===== src/rtl/swp_pkg.sv =====
package swp_pkg;

    typedef enum logic [1:0] {
        ST_IDLE    = 2'd0,
        ST_COUNT   = 2'd1,
        ST_CONVERT = 2'd2,
        ST_DONE    = 2'd3
    } swp_state_e;

endpackage


===== src/rtl/swp_edge_det.sv =====
module swp_edge_det (
    input  logic clk,
    input  logic rst_n,
    input  logic level_n,
    output logic open_o,
    output logic close_o
);
    // Idle level is high; reset to it so no false edge after reset.
    logic level_q;

    always_ff @(posedge clk or negedge rst_n) begin
        if (!rst_n) level_q <= 1'b1;
        else        level_q <= level_n;
    end

    assign open_o  = level_q & ~level_n;
    assign close_o = ~level_q & level_n;
endmodule


===== src/rtl/swp_window_ctr.sv =====
module swp_window_ctr #(
    parameter int FRAME_CLKS = 16,
    parameter int SHORT_MIN  = 4,
    parameter int SHORT_MAX  = 7
) (
    input  logic clk,
    input  logic rst_n,
    input  logic clear,
    input  logic inc,
    output logic last_o,
    output logic short_o
);
    localparam int CNT_W = $clog2(FRAME_CLKS + 1);
    localparam logic [CNT_W-1:0] FULL_V = CNT_W'(FRAME_CLKS);
    localparam logic [CNT_W-1:0] PRE_V  = CNT_W'(FRAME_CLKS - 1);
    localparam logic [CNT_W-1:0] LO_V   = CNT_W'(SHORT_MIN);
    localparam logic [CNT_W-1:0] HI_V   = CNT_W'(SHORT_MAX);

    logic [CNT_W-1:0] cnt_q;

    always_ff @(posedge clk or negedge rst_n) begin
        if (!rst_n)                        cnt_q <= '0;
        else if (clear)                    cnt_q <= '0;
        else if (inc && (cnt_q != FULL_V)) cnt_q <= cnt_q + 1'b1;
    end

    assign last_o  = inc && (cnt_q == PRE_V);
    assign short_o = (cnt_q >= LO_V) && (cnt_q <= HI_V);
endmodule


===== src/rtl/swp_chan_reg.sv =====
module swp_chan_reg #(
    parameter int NUM_CH = 2,
    parameter int CH_W   = 1
) (
    input  logic            clk,
    input  logic            rst_n,
    input  logic            advance,
    input  logic            to_zero,
    output logic [CH_W-1:0] chan_o,
    output logic [CH_W-1:0] tag_o
);
    localparam logic [CH_W-1:0] LAST_CH = CH_W'(NUM_CH - 1);

    logic [CH_W-1:0] chan_q;
    logic [CH_W-1:0] tag_q;
    logic [CH_W-1:0] chan_next;

    always_comb begin
        if (chan_q == LAST_CH) chan_next = '0;
        else                   chan_next = chan_q + 1'b1;
    end

    always_ff @(posedge clk or negedge rst_n) begin
        if (!rst_n) begin
            chan_q <= '0;
            tag_q  <= '0;
        end else if (advance) begin
            tag_q  <= chan_q;
            chan_q <= chan_next;
        end else if (to_zero) begin
            chan_q <= '0;
        end
    end

    assign chan_o = chan_q;
    assign tag_o  = tag_q;
endmodule


===== src/rtl/autosweep_seq.sv =====
module autosweep_seq #(
    parameter int NUM_CH     = 2,
    parameter int FRAME_CLKS = 16,
    parameter int SHORT_MIN  = 4,
    parameter int SHORT_MAX  = 7
) (
    input  logic                                 clk,
    input  logic                                 rst_n,
    input  logic                                 cs_fs_n,
    input  logic                                 sclk_fall,
    input  logic                                 conv_done,
    output logic [((NUM_CH > 1) ? $clog2(NUM_CH) : 1)-1:0] chan_sel,
    output logic [((NUM_CH > 1) ? $clog2(NUM_CH) : 1)-1:0] result_chan
);
    import swp_pkg::*;

    localparam int CH_W = (NUM_CH > 1) ? $clog2(NUM_CH) : 1;

    swp_state_e state_q, state_d;
    logic win_open, win_close;
    logic cnt_inc, cnt_last, cnt_short;
    logic do_advance, do_zero;

    swp_edge_det u_edge (
        .clk     (clk),
        .rst_n   (rst_n),
        .level_n (cs_fs_n),
        .open_o  (win_open),
        .close_o (win_close)
    );

    swp_window_ctr #(
        .FRAME_CLKS (FRAME_CLKS),
        .SHORT_MIN  (SHORT_MIN),
        .SHORT_MAX  (SHORT_MAX)
    ) u_ctr (
        .clk     (clk),
        .rst_n   (rst_n),
        .clear   (win_open),
        .inc     (cnt_inc),
        .last_o  (cnt_last),
        .short_o (cnt_short)
    );

    swp_chan_reg #(
        .NUM_CH (NUM_CH),
        .CH_W   (CH_W)
    ) u_chan (
        .clk     (clk),
        .rst_n   (rst_n),
        .advance (do_advance),
        .to_zero (do_zero),
        .chan_o  (chan_sel),
        .tag_o   (result_chan)
    );

    // State register
    always_ff @(posedge clk or negedge rst_n) begin
        if (!rst_n) state_q <= ST_IDLE;
        else        state_q <= state_d;
    end

    // Next-state logic; the closing edge wins over every other event
    always_comb begin
        state_d = state_q;
        unique case (state_q)
            ST_IDLE:    if (win_open) state_d = ST_COUNT;
            ST_COUNT:   if (win_close) state_d = ST_IDLE;
                        else if (cnt_last) state_d = ST_CONVERT;
            ST_CONVERT: if (win_close) state_d = ST_IDLE;
                        else if (conv_done) state_d = ST_DONE;
            ST_DONE:    if (win_close) state_d = ST_IDLE;
            default:    state_d = ST_IDLE;
        endcase
    end

    // Outputs of the state machine
    always_comb begin
        cnt_inc    = 1'b0;
        do_advance = 1'b0;
        do_zero    = 1'b0;
        unique case (state_q)
            ST_IDLE:    ;
            ST_COUNT: begin
                cnt_inc = sclk_fall && !cs_fs_n;
                do_zero = win_close && cnt_short;
            end
            ST_CONVERT: ;
            ST_DONE:    do_advance = win_close;
            default:    ;
        endcase
    end
endmodule


===== config.mk =====
export PLATFORM = sky130hd
export DESIGN_NAME = autosweep_seq
export DESIGN_NICKNAME = d
export VERILOG_FILES = /design/src/rtl/swp_pkg.sv /design/src/rtl/swp_edge_det.sv /design/src/rtl/swp_window_ctr.sv /design/src/rtl/swp_chan_reg.sv /design/src/rtl/autosweep_seq.sv
export SDC_FILE = /design/constraint.sdc
export NUM_CORES = 1
export LEC_CHECK = 0
export CAP_MARGIN = 10
export CORE_AREA = 2 2 47 49
export DETAILED_ROUTE_END_ITERATION = 10
export DIE_AREA = 0 0 49 51
export PLACE_DENSITY = 0.57
export SLEW_MARGIN = 30
export SYNTH_ARGS = -nofsm -noshare
export SYNTH_HDL_FRONTEND = slang
export SYNTH_SLANG_ARGS = --single-unit

===== constraint.sdc =====
create_clock -name clk -period 1.4 [get_ports clk]
set_input_delay 0.21 -clock clk [delete_from_list [all_inputs] [get_ports clk]]
set_output_delay 0.21 -clock clk [all_outputs]
set_load 0.01 [all_outputs]

* Yosys cells after proc, flatten, opt, wreduce, memory -nomap -nowiden
Cells that the tools add are included.
** Storage, ports and cells
- Input port bits :: 5
- Output and inout bits :: 2
- Register bits after elaboration :: 10
- Logic and storage cells :: 47
** Operators by class
- Multiplexer cells :: 15
- Reduce and logical (&&, ||, !) cells :: 10
- Order comparisons :: 2
- Equality and inequality tests :: 9
- Bitwise logic cells :: 4
- Add/sub/neg operators :: 2
** Operator list (number)
- 2-to-1 mux 2 bit :: 6
- 2-to-1 mux 5 bit :: 2
- one-hot mux 2 bit (4 select lines) :: 1
- 2-to-1 mux 1 bit :: 6
- != test 3 bit (second input constant) :: 2
- adder 5 x 1 -> 5 bit (second input constant) :: 1
- equality test 5 x 4 -> 1 bit (second input constant) :: 1
- >= comparator 5 x 3 -> 1 bit (second input constant) :: 1
- <= comparator 5 x 3 -> 1 bit (second input constant) :: 1
- logical AND 1 bit :: 5
- != test 5 bit (second input constant) :: 1
- equality test 2 bit (second input constant) :: 2
- AND reduction 4 bit :: 1
- nonzero test 2 bit :: 2
- AND 1 bit :: 2
- equality test 2 x 1 -> 1 bit (second input constant) :: 1
- zero test 2 bit :: 1
- != test 2 x 1 -> 1 bit (second input constant) :: 1
- != test 2 bit (second input constant) :: 1
- inverter 1 bit :: 2
- adder 1 bit (second input constant) :: 1
- zero test 1 bit :: 1

* Longest topological paths before layout
Gate-level depths: netlist of run 1.
- Word-level depth :: 7
- Depth in mapped cells :: 6
- Depth with buffers taken out :: 6

* Hierarchy
A second synthesis of run 1 with hierarchy kept.
** Unflattened totals
- Cell total of the unflattened synthesis :: 52
- Area, all modules :: 558.0 µm²
** By module, submodules not included
- swp_window_ctr :: area an instance 321.6 µm², sequential area each 125.1 µm², times used 1, cells an instance 32
- autosweep_seq :: area an instance 115.1 µm², sequential area each 50.0 µm², times used 1, cells an instance 12
- swp_chan_reg :: area an instance 80.1 µm², sequential area each 50.0 µm², times used 1, cells an instance 5
- swp_edge_det :: area an instance 41.3 µm², sequential area each 26.3 µm², times used 1, cells an instance 3

* Worst setup path before layout of run 1
Ideal clock, no wire load.
- Path type :: reg-to-reg
- From :: register u_ctr.cnt_q[0]
- To :: register state_q[0]
- Arrival time :: 1.340 ns
- Buffers on the path :: 0
- Period minus slack after synthesis :: 1.444 ns
- Slack :: -0.044 ns
- Cell stages (with the launch flop) :: 7
- Data required time :: 1.296 ns
- Path through :: dfrtp_1 ha_1 and3_1 ha_1 nand4b_1 o21ai_0 a221oi_1
** Between the ends
- Word-level cells in the longest chain between the ends :: 4
** Ends and longest elaborated chain
- from (decl) :: RTL line swp_window_ctr.sv:19 : logic [CNT_W-1:0] cnt_q;
- from (signal assigned) :: RTL line swp_window_ctr.sv:24 : else if (inc && (cnt_q != FULL_V)) cnt_q <= cnt_q + 1'b1;
- equality test 5 x 4 -> 1 bit :: RTL line swp_window_ctr.sv:27 : assign last_o = inc && (cnt_q == PRE_V);
- logical AND 1 bit :: RTL line swp_window_ctr.sv:27
- != test 3 bit (no source line)
- AND reduction 4 bit (no source line)
- to (signal assigned) :: RTL line autosweep_seq.sv:60 : else state_q <= state_d;
- to (decl) :: RTL line autosweep_seq.sv:19 : swp_state_e state_q, state_d;
No other way between the ends.
A chain may end at the register's enable or synchronous reset.

* Final worst setup path of run 1
- From :: register u_ctr.cnt_q[1]
- To :: register u_ctr.cnt_q[2]
** Between the ends
- Word-level cells in the longest chain between the ends :: 3
** Ends and longest elaborated chain (RTL line)
- adder 5 x 1 -> 5 bit / != test 5 bit (equally long branches) :: swp_window_ctr.sv:24
- 2-to-1 mux 5 bit / logical AND 1 bit (equally long branches) :: swp_window_ctr.sv:24
- 2-to-1 mux 5 bit / nonzero test 2 bit (equally long branches)
Several ways; a longest one is shown, not always the timed one. The select of a mux whose other input is x is not followed.

==> results.json, run 1 <==
{
  "power_w": 0.000701,
  "pwr-share-comb": 0.224,
  "io_buffers": 6,
  "reg2reg_slack_ns": 0.01,
  "skew_ns": 0.00909,
  "grt_remaining_overflow": 0,
  "drc": 0,
  "clock_power_share": 0.301,
  "h-tree-depth": 1,
  "place.gp.congestion": 0.740,
  "fmax_mhz": 721,
  "cp-end-kind": "flop",
  "synth_top_cell_area_share": 0.390,
  "ys_warn_count": 0,
  "synthTopCellsByArea": "dfrtp_1, ha_1, nand4bb_4",
  "fin_nets": 85,
  "worst_pin_slew_ns": 0.457,
  "n_antenna_cell": 0,
  "cpPeakStageDelay_ns": 0.38,
  "status": "finished clean",
  "area.sequential_um2": 251,
  "synth_fp_nets": 62,
  "synth-xor-area-share": 0,
  "sequentialPowerShare": 0.475,
  "ys_seq_elements": 10,
  "p_int_w": 0.000506,
  "fin_setup_tns_ns": 0,
  "worstSetupPathType": "flop to flop",
  "r2r_end": "u_ctr.cnt_q[2]$_DFFE_PN0P_",
  "start_util": 0.280,
  "ff2ff_path_depth": 6,
  "place_ws_ns": -0.132,
  "areaGrowthSynthToFinish_pct": 42.5,
  "num_rows": 17,
  "multi_input_area_um2": 334,
  "switching_share": 0.279,
  "clk_path_buf_depth": 2,
  "dr_total_vias": 517,
  "maxCapViolCount": 0,
  "drive_gt1_frac": 0.382,
  "p_leak_nw": 0.337,
  "grt_max_degree": 11,
  "fill_cells": 210,
  "power.switching_w": 0.000195,
  "max-slew-margin-rel": 0.694,
  "drt_pass1_iterations": 4,
  "synth-seq-area-share": 0.436,
  "core-area_um2": 2060,
  "track_usage": 0.135,
  "hold_path_class": "input port to async pin",
  "first_global_vias": 545,
  "cts_tree": "built",
  "slowest_stage": "dfrtp_1",
  "yosys.area.top_type": "dfrtp_1",
  "grt_pass1_wl_um": 2460,
  "ir_worst_vdd_uv": 532,
  "worstPathArrival_ns": 1.54,
  "antenna_found_initial": 0,
  "grt_setup_unrepaired": "yes",
  "synth_area_um2": 577,
  "synthCells": 54,
  "period_minus_slack_ns": 1.39,
  "io_pins": 7,
  "placed_area_um2": 764,
  "synth-simple-area-share": 0.275,
  "fin_ws_ns": 0.0138,
  "die-area_um2": 2500,
  "routed_wl_um": 1370,
  "viasPerCell": 4.97,
  "synth_compound_area_frac": 0.165,
  "die_x_um": 49,
  "synth_top_family_by_area": "simple AND/OR/NAND/NOR gates",
  "drv_slew": 0,
  "cts_buffers": 3,
  "setup_viol": 0,
  "critPathRequiredTime_ns": 1.55,
  "ctsRootBufferMaster": "clkbuf_4",
  "async_flop_share": 1.00,
  "yosysUniqueCellTypes": 28,
  "r2r-start": "u_ctr.cnt_q[1]$_DFFE_PN0P_",
  "postSynthAreaPerCell_um2": 10.7,
  "synthAdderAreaFrac": 0.0651,
  "drtIter0Drc": 9,
  "synth_edf_count": 0,
  "cts.reportedPaths.clkPinSlew_ns": 0.07,
  "post-route-period-util": 0.990,
  "synth-main-ff-cell": "dfrtp_1",
  "fin_area_um2": 822,
  "hold_violations": 0,
  "drt.antenna.violating_nets": 0,
  "muxShareOfSynthArea": 0.0195,
  "path_max_fanout": 3,
  "crit_chain": "buf_4 > inv_2 > ha_2 > and4bb_2 > nor2_2 > a41o_1",
  "power_density_nw_per_um2": 853,
  "startpoint_type": "flop",
  "worstSkewPairLatency_ns": 0.27,
  "wl_per_cell_um": 13.2,
  "clock-sinks": 10,
  "dp_hpwl_um": 1070,
  "die_h_um": 51
}
## layer usage
metal	global-route usage	vias up	wire, um
met3	0.0175	4	41
met2	0.228	10	689
met1	0.163	252	614
met5	0	-	0
met4	0.0857	0	28
li1	-	251	-
## state kept, by name (all words and copies together), names as in the netlist
name and cells:
u_ctr.cnt_q 5, state_q 2, u_chan.chan_o 1, u_chan.tag_o 1
u_edge.level_q 1
## through the flow
stage | utilization | hold WS [ns] | std cells
2_1_floorplan | - | -0.0856 | 54
4_1_cts | 0.390 | 0.267 | 104
3_3_place_gp | 0.371 | 0.486 | 100
6_report | 0.398 | 0.255 | 104
3_5_place_dp | 0.371 | 0.559 | 100
5_1_grt | 0.398 | 0.293 | 104
## worst max-delay path, delay by kind of cell (launching register included)
family / cells / cell delay, ns
flip-flops: 1 / 0.38
buffers and inverters: 2 / 0.20
adder cells (fa/ha/maj): 1 / 0.17
AO/OA/AOI/OAI: 1 / 0.23
AND/OR/NAND/NOR: 2 / 0.31
## power by group through the flow
stage	sequential (W)	clock (W)	combinational [W]
finish	0.000333	0.000211	0.000157
global route	0.000337	0.000237	0.000176
CTS	0.000333	0.000224	0.000154
detailed placement	0.000338	0	0.000144
global placement	0.000336	0	0.000138
floorplan	0.000339	0	0.0000654
## cells in the final DEF, fill, tap and decap left out, types with 3 or more instances in the layout
cell type,instances
a21oi_1,3
o21ai_0,3
inv_1,4
nand3_1,3
buf_4,12
dfrtp_1,9
clkdlybuf4s50_1,5
clkbuf_4,3
## worst max path at each step
stage	cells past startpoint	slack, ns	end	startpoint
floorplan	6	0.02	state_q[0]$_DFFE_PN0P_	u_ctr.cnt_q[1]$_DFFE_PN0P_
global placement	4	-0.07	u_ctr.cnt_q[3]$_DFFE_PN0P_	cs_fs_n
detailed placement	4	-0.13	u_ctr.cnt_q[4]$_DFFE_PN0P_	cs_fs_n
CTS	6	-0.003	state_q[0]$_DFFE_PN0P_	u_ctr.cnt_q[0]$_DFFE_PN0P_
global route	6	-0.07	state_q[0]$_DFFE_PN0P_	u_ctr.cnt_q[0]$_DFFE_PN0P_
finish	6	0.01	u_ctr.cnt_q[2]$_DFFE_PN0P_	u_ctr.cnt_q[1]$_DFFE_PN0P_
## cells in the mapped netlist, types with 2 or more instances
library cell	count
and4bb_2	2
nor2_1	2
a221oi_1	2
inv_1	6
dfrtp_1	9
ha_1	3
a21oi_1	3
nor2b_1	2
o21ai_0	4
nand3_1	3
## timing repair
item,CTS,global route
pin swaps,3,1
hold buffers,0,0
setup buffers,0,0
setup endpoints to repair,3,7
gates resized for setup,6,3
## logic make-up (layout without fill, tap and decap cells)
| group | count (synthesis) | in the layout |
|---|---|---|
| compound gates | 14 | 14 |
| simple gates | 20 | 20 |
| mux | 1 | 1 |
| buf+inv | 6 | 28 |
| fa+ha+maj | 3 | 3 |
| flops | 10 | 10 |
## layout make-up
cell class              instances  share of cell area
well taps                      28              0.0426
multi-input cells              38               0.406
flip-flops and latches         10               0.306
inverters                       6              0.0274
clock buffers                   4              0.0320
repair buffers                 18               0.186
(Power assumes the default switching activity.)
==> run 2, diff against run 1 <==
- SKIP_CTS_REPAIR_TIMING: unset -> 1
==> run 2 against run 1 <==
Compared with the run above: critical path depth unchanged; register-to-register slack about the same; utilization did not move; first-iteration DRC count unchanged; via count is the same; sequential cell count unchanged; worst hold slack is essentially flat; clock power hardly changed; design area did not move.
==> results.json, run 2 (same netlist as run 1, synthesis figures left out) <==
{
  "top_register": "u_ctr.cnt_q",
  "cp-end-kind": "flop",
  "io_pins": 7,
  "hold_violations": 0,
  "io_buffers": 6,
  "grt_setup_unrepaired": "yes",
  "worst_pin_slew_ns": 0.457,
  "setup_viol": 0,
  "crit_buf_inv": 2,
  "grt_max_degree": 11,
  "slowest_stage": "dfrtp_1",
  "layout_common_cells": "buf_4, dfrtp_1, clkdlybuf4s50_1",
  "path_max_fanout": 3,
  "crit_chain": "buf_4 > inv_2 > ha_2 > and4bb_2 > nor2_2 > a41o_1",
  "num_rows": 17,
  "cpPeakStageDelay_ns": 0.38,
  "crit_family": "flip-flops",
  "place.gp.congestion": 0.740,
  "grt_pass1_wl_um": 2430,
  "fill_cells": 210,
  "power_density_nw_per_um2": 853,
  "area.sequential_um2": 251,
  "cts.reportedPaths.clkPinSlew_ns": 0.07,
  "maxCapViolCount": 0,
  "wl_per_cell_um": 13.2,
  "fin_area_um2": 822,
  "final_cells": 104,
  "dp_hpwl_um": 1070,
  "cts_tree": "built",
  "drtIter0Drc": 9,
  "largestRegisters": "u_ctr.cnt_q: 5 flops, state_q: 2 flops",
  "drc": 0,
  "die-area_um2": 2500,
  "layout_commonest_cell": "buf_4",
  "core-area_um2": 2060,
  "ir_worst_vdd_uv": 533,
  "max-slew-margin-rel": 0.694,
  "h-tree-depth": 1,
  "first_global_vias": 538,
  "clock-sinks": 10,
  "routed_wl_um": 1370,
  "ctsRootBufferMaster": "clkbuf_4",
  "clk_path_buf_depth": 2,
  "fin_nets": 85,
  "grt_remaining_overflow": 0,
  "status": "finished clean",
  "hold_path_class": "input port to async pin",
  "skew_ns": 0.00911,
  "cts_buffers": 3,
  "p_leak_nw": 0.337,
  "worstPathArrival_ns": 1.54,
  "dr_total_vias": 517,
  "worstSkewPairLatency_ns": 0.27,
  "placed_area_um2": 764,
  "drt_pass1_iterations": 4,
  "post-place-cells": 100,
  "worstSetupPathType": "flop to flop",
  "fmax_mhz": 721,
  "drt.antenna.violating_nets": 0,
  "start_util": 0.280,
  "antenna_found_initial": 0,
  "critPathRequiredTime_ns": 1.55,
  "use_met1": 0.163,
  "startpoint_type": "flop",
  "period_minus_slack_ns": 1.39,
  "viasPerCell": 4.97,
  "multi_input_area_um2": 334,
  "drive_gt1_frac": 0.382,
  "grtUsageMet2": 0.224,
  "die_x_um": 49,
  "grtUsageMet3": 0.0175,
  "die_h_um": 51,
  "largest_register_ffs": 5,
  "areaGrowthSynthToFinish_pct": 42.5,
  "n_antenna_cell": 0,
  "top_usage_layer": "met2",
  "drv_slew": 0,
  "track_usage": 0.134,
  "post-route-period-util": 0.990
}
==> run 2: cell counts in the layout (fill, tap and decap cells not counted) <==
Identical to the previous run, type by type.
==> run 2: final cells by class <==
cell class / instances / share of cell area
tap: 28 / 0.0426
timing repair buffer: 18 / 0.186
sequential: 10 / 0.306
inverter: 6 / 0.0274
clock buffer: 4 / 0.0320
multi-input combinational: 38 / 0.406
==> run 2: report_power, final <==
part | total [W] | switching, W | internal [W]
logic | 0.000157 | 0.0000729 | 0.0000840
registers | 0.000333 | 0.0000213 | 0.000311
clock network | 0.000211 | 0.000101 | 0.000110
==> run 2: through the flow <==
step / util / setup TNS, ns / setup WS [ns] / hold WS [ns] / total power, W
detailed placement: 0.371 / -0.633 / -0.132 / 0.559 / 0.000482
global placement: 0.371 / -0.296 / -0.0696 / 0.486 / 0.000474
global route: 0.398 / -0.175 / -0.0722 / 0.293 / 0.000750
CTS: 0.383 / -0.108 / -0.0553 / 0.267 / 0.000701
finish: 0.398 / 0 / 0.0138 / 0.255 / 0.000701
floorplan: - / 0 / 0.0196 / -0.0856 / 0.000404
==> run 2: per-layer routing <==
layer / up-vias / routed length, um
li1: 251 / -
met1: 252 / 612
met2: 10 / 689
met3: 4 / 41
met4: 0 / 28
met5: - / 0
==> run 2: path summary, 6_finish.rpt <==
| kind | from | to | slack, ns | cells after the start |
|---|---|---|---|---|
| max in group asynchronous | rst_n | u_edge.level_q$_DFF_PN1_ | 0.80 | 1 |
| hold reg to reg | u_chan.tag_o$_DFFE_PN0P_ | u_chan.tag_o$_DFFE_PN0P_ | 0.55 | 1 |
| min in group clk | u_chan.tag_o$_DFFE_PN0P_ | u_chan.tag_o$_DFFE_PN0P_ | 0.55 | 1 |
| hold / removal | rst_n | state_q[0]$_DFFE_PN0P_ | 0.25 | 1 |
| setup reg to reg | u_ctr.cnt_q[1]$_DFFE_PN0P_ | u_ctr.cnt_q[2]$_DFFE_PN0P_ | 0.01 | 6 |
| setup / recovery | u_ctr.cnt_q[1]$_DFFE_PN0P_ | u_ctr.cnt_q[2]$_DFFE_PN0P_ | 0.01 | 6 |
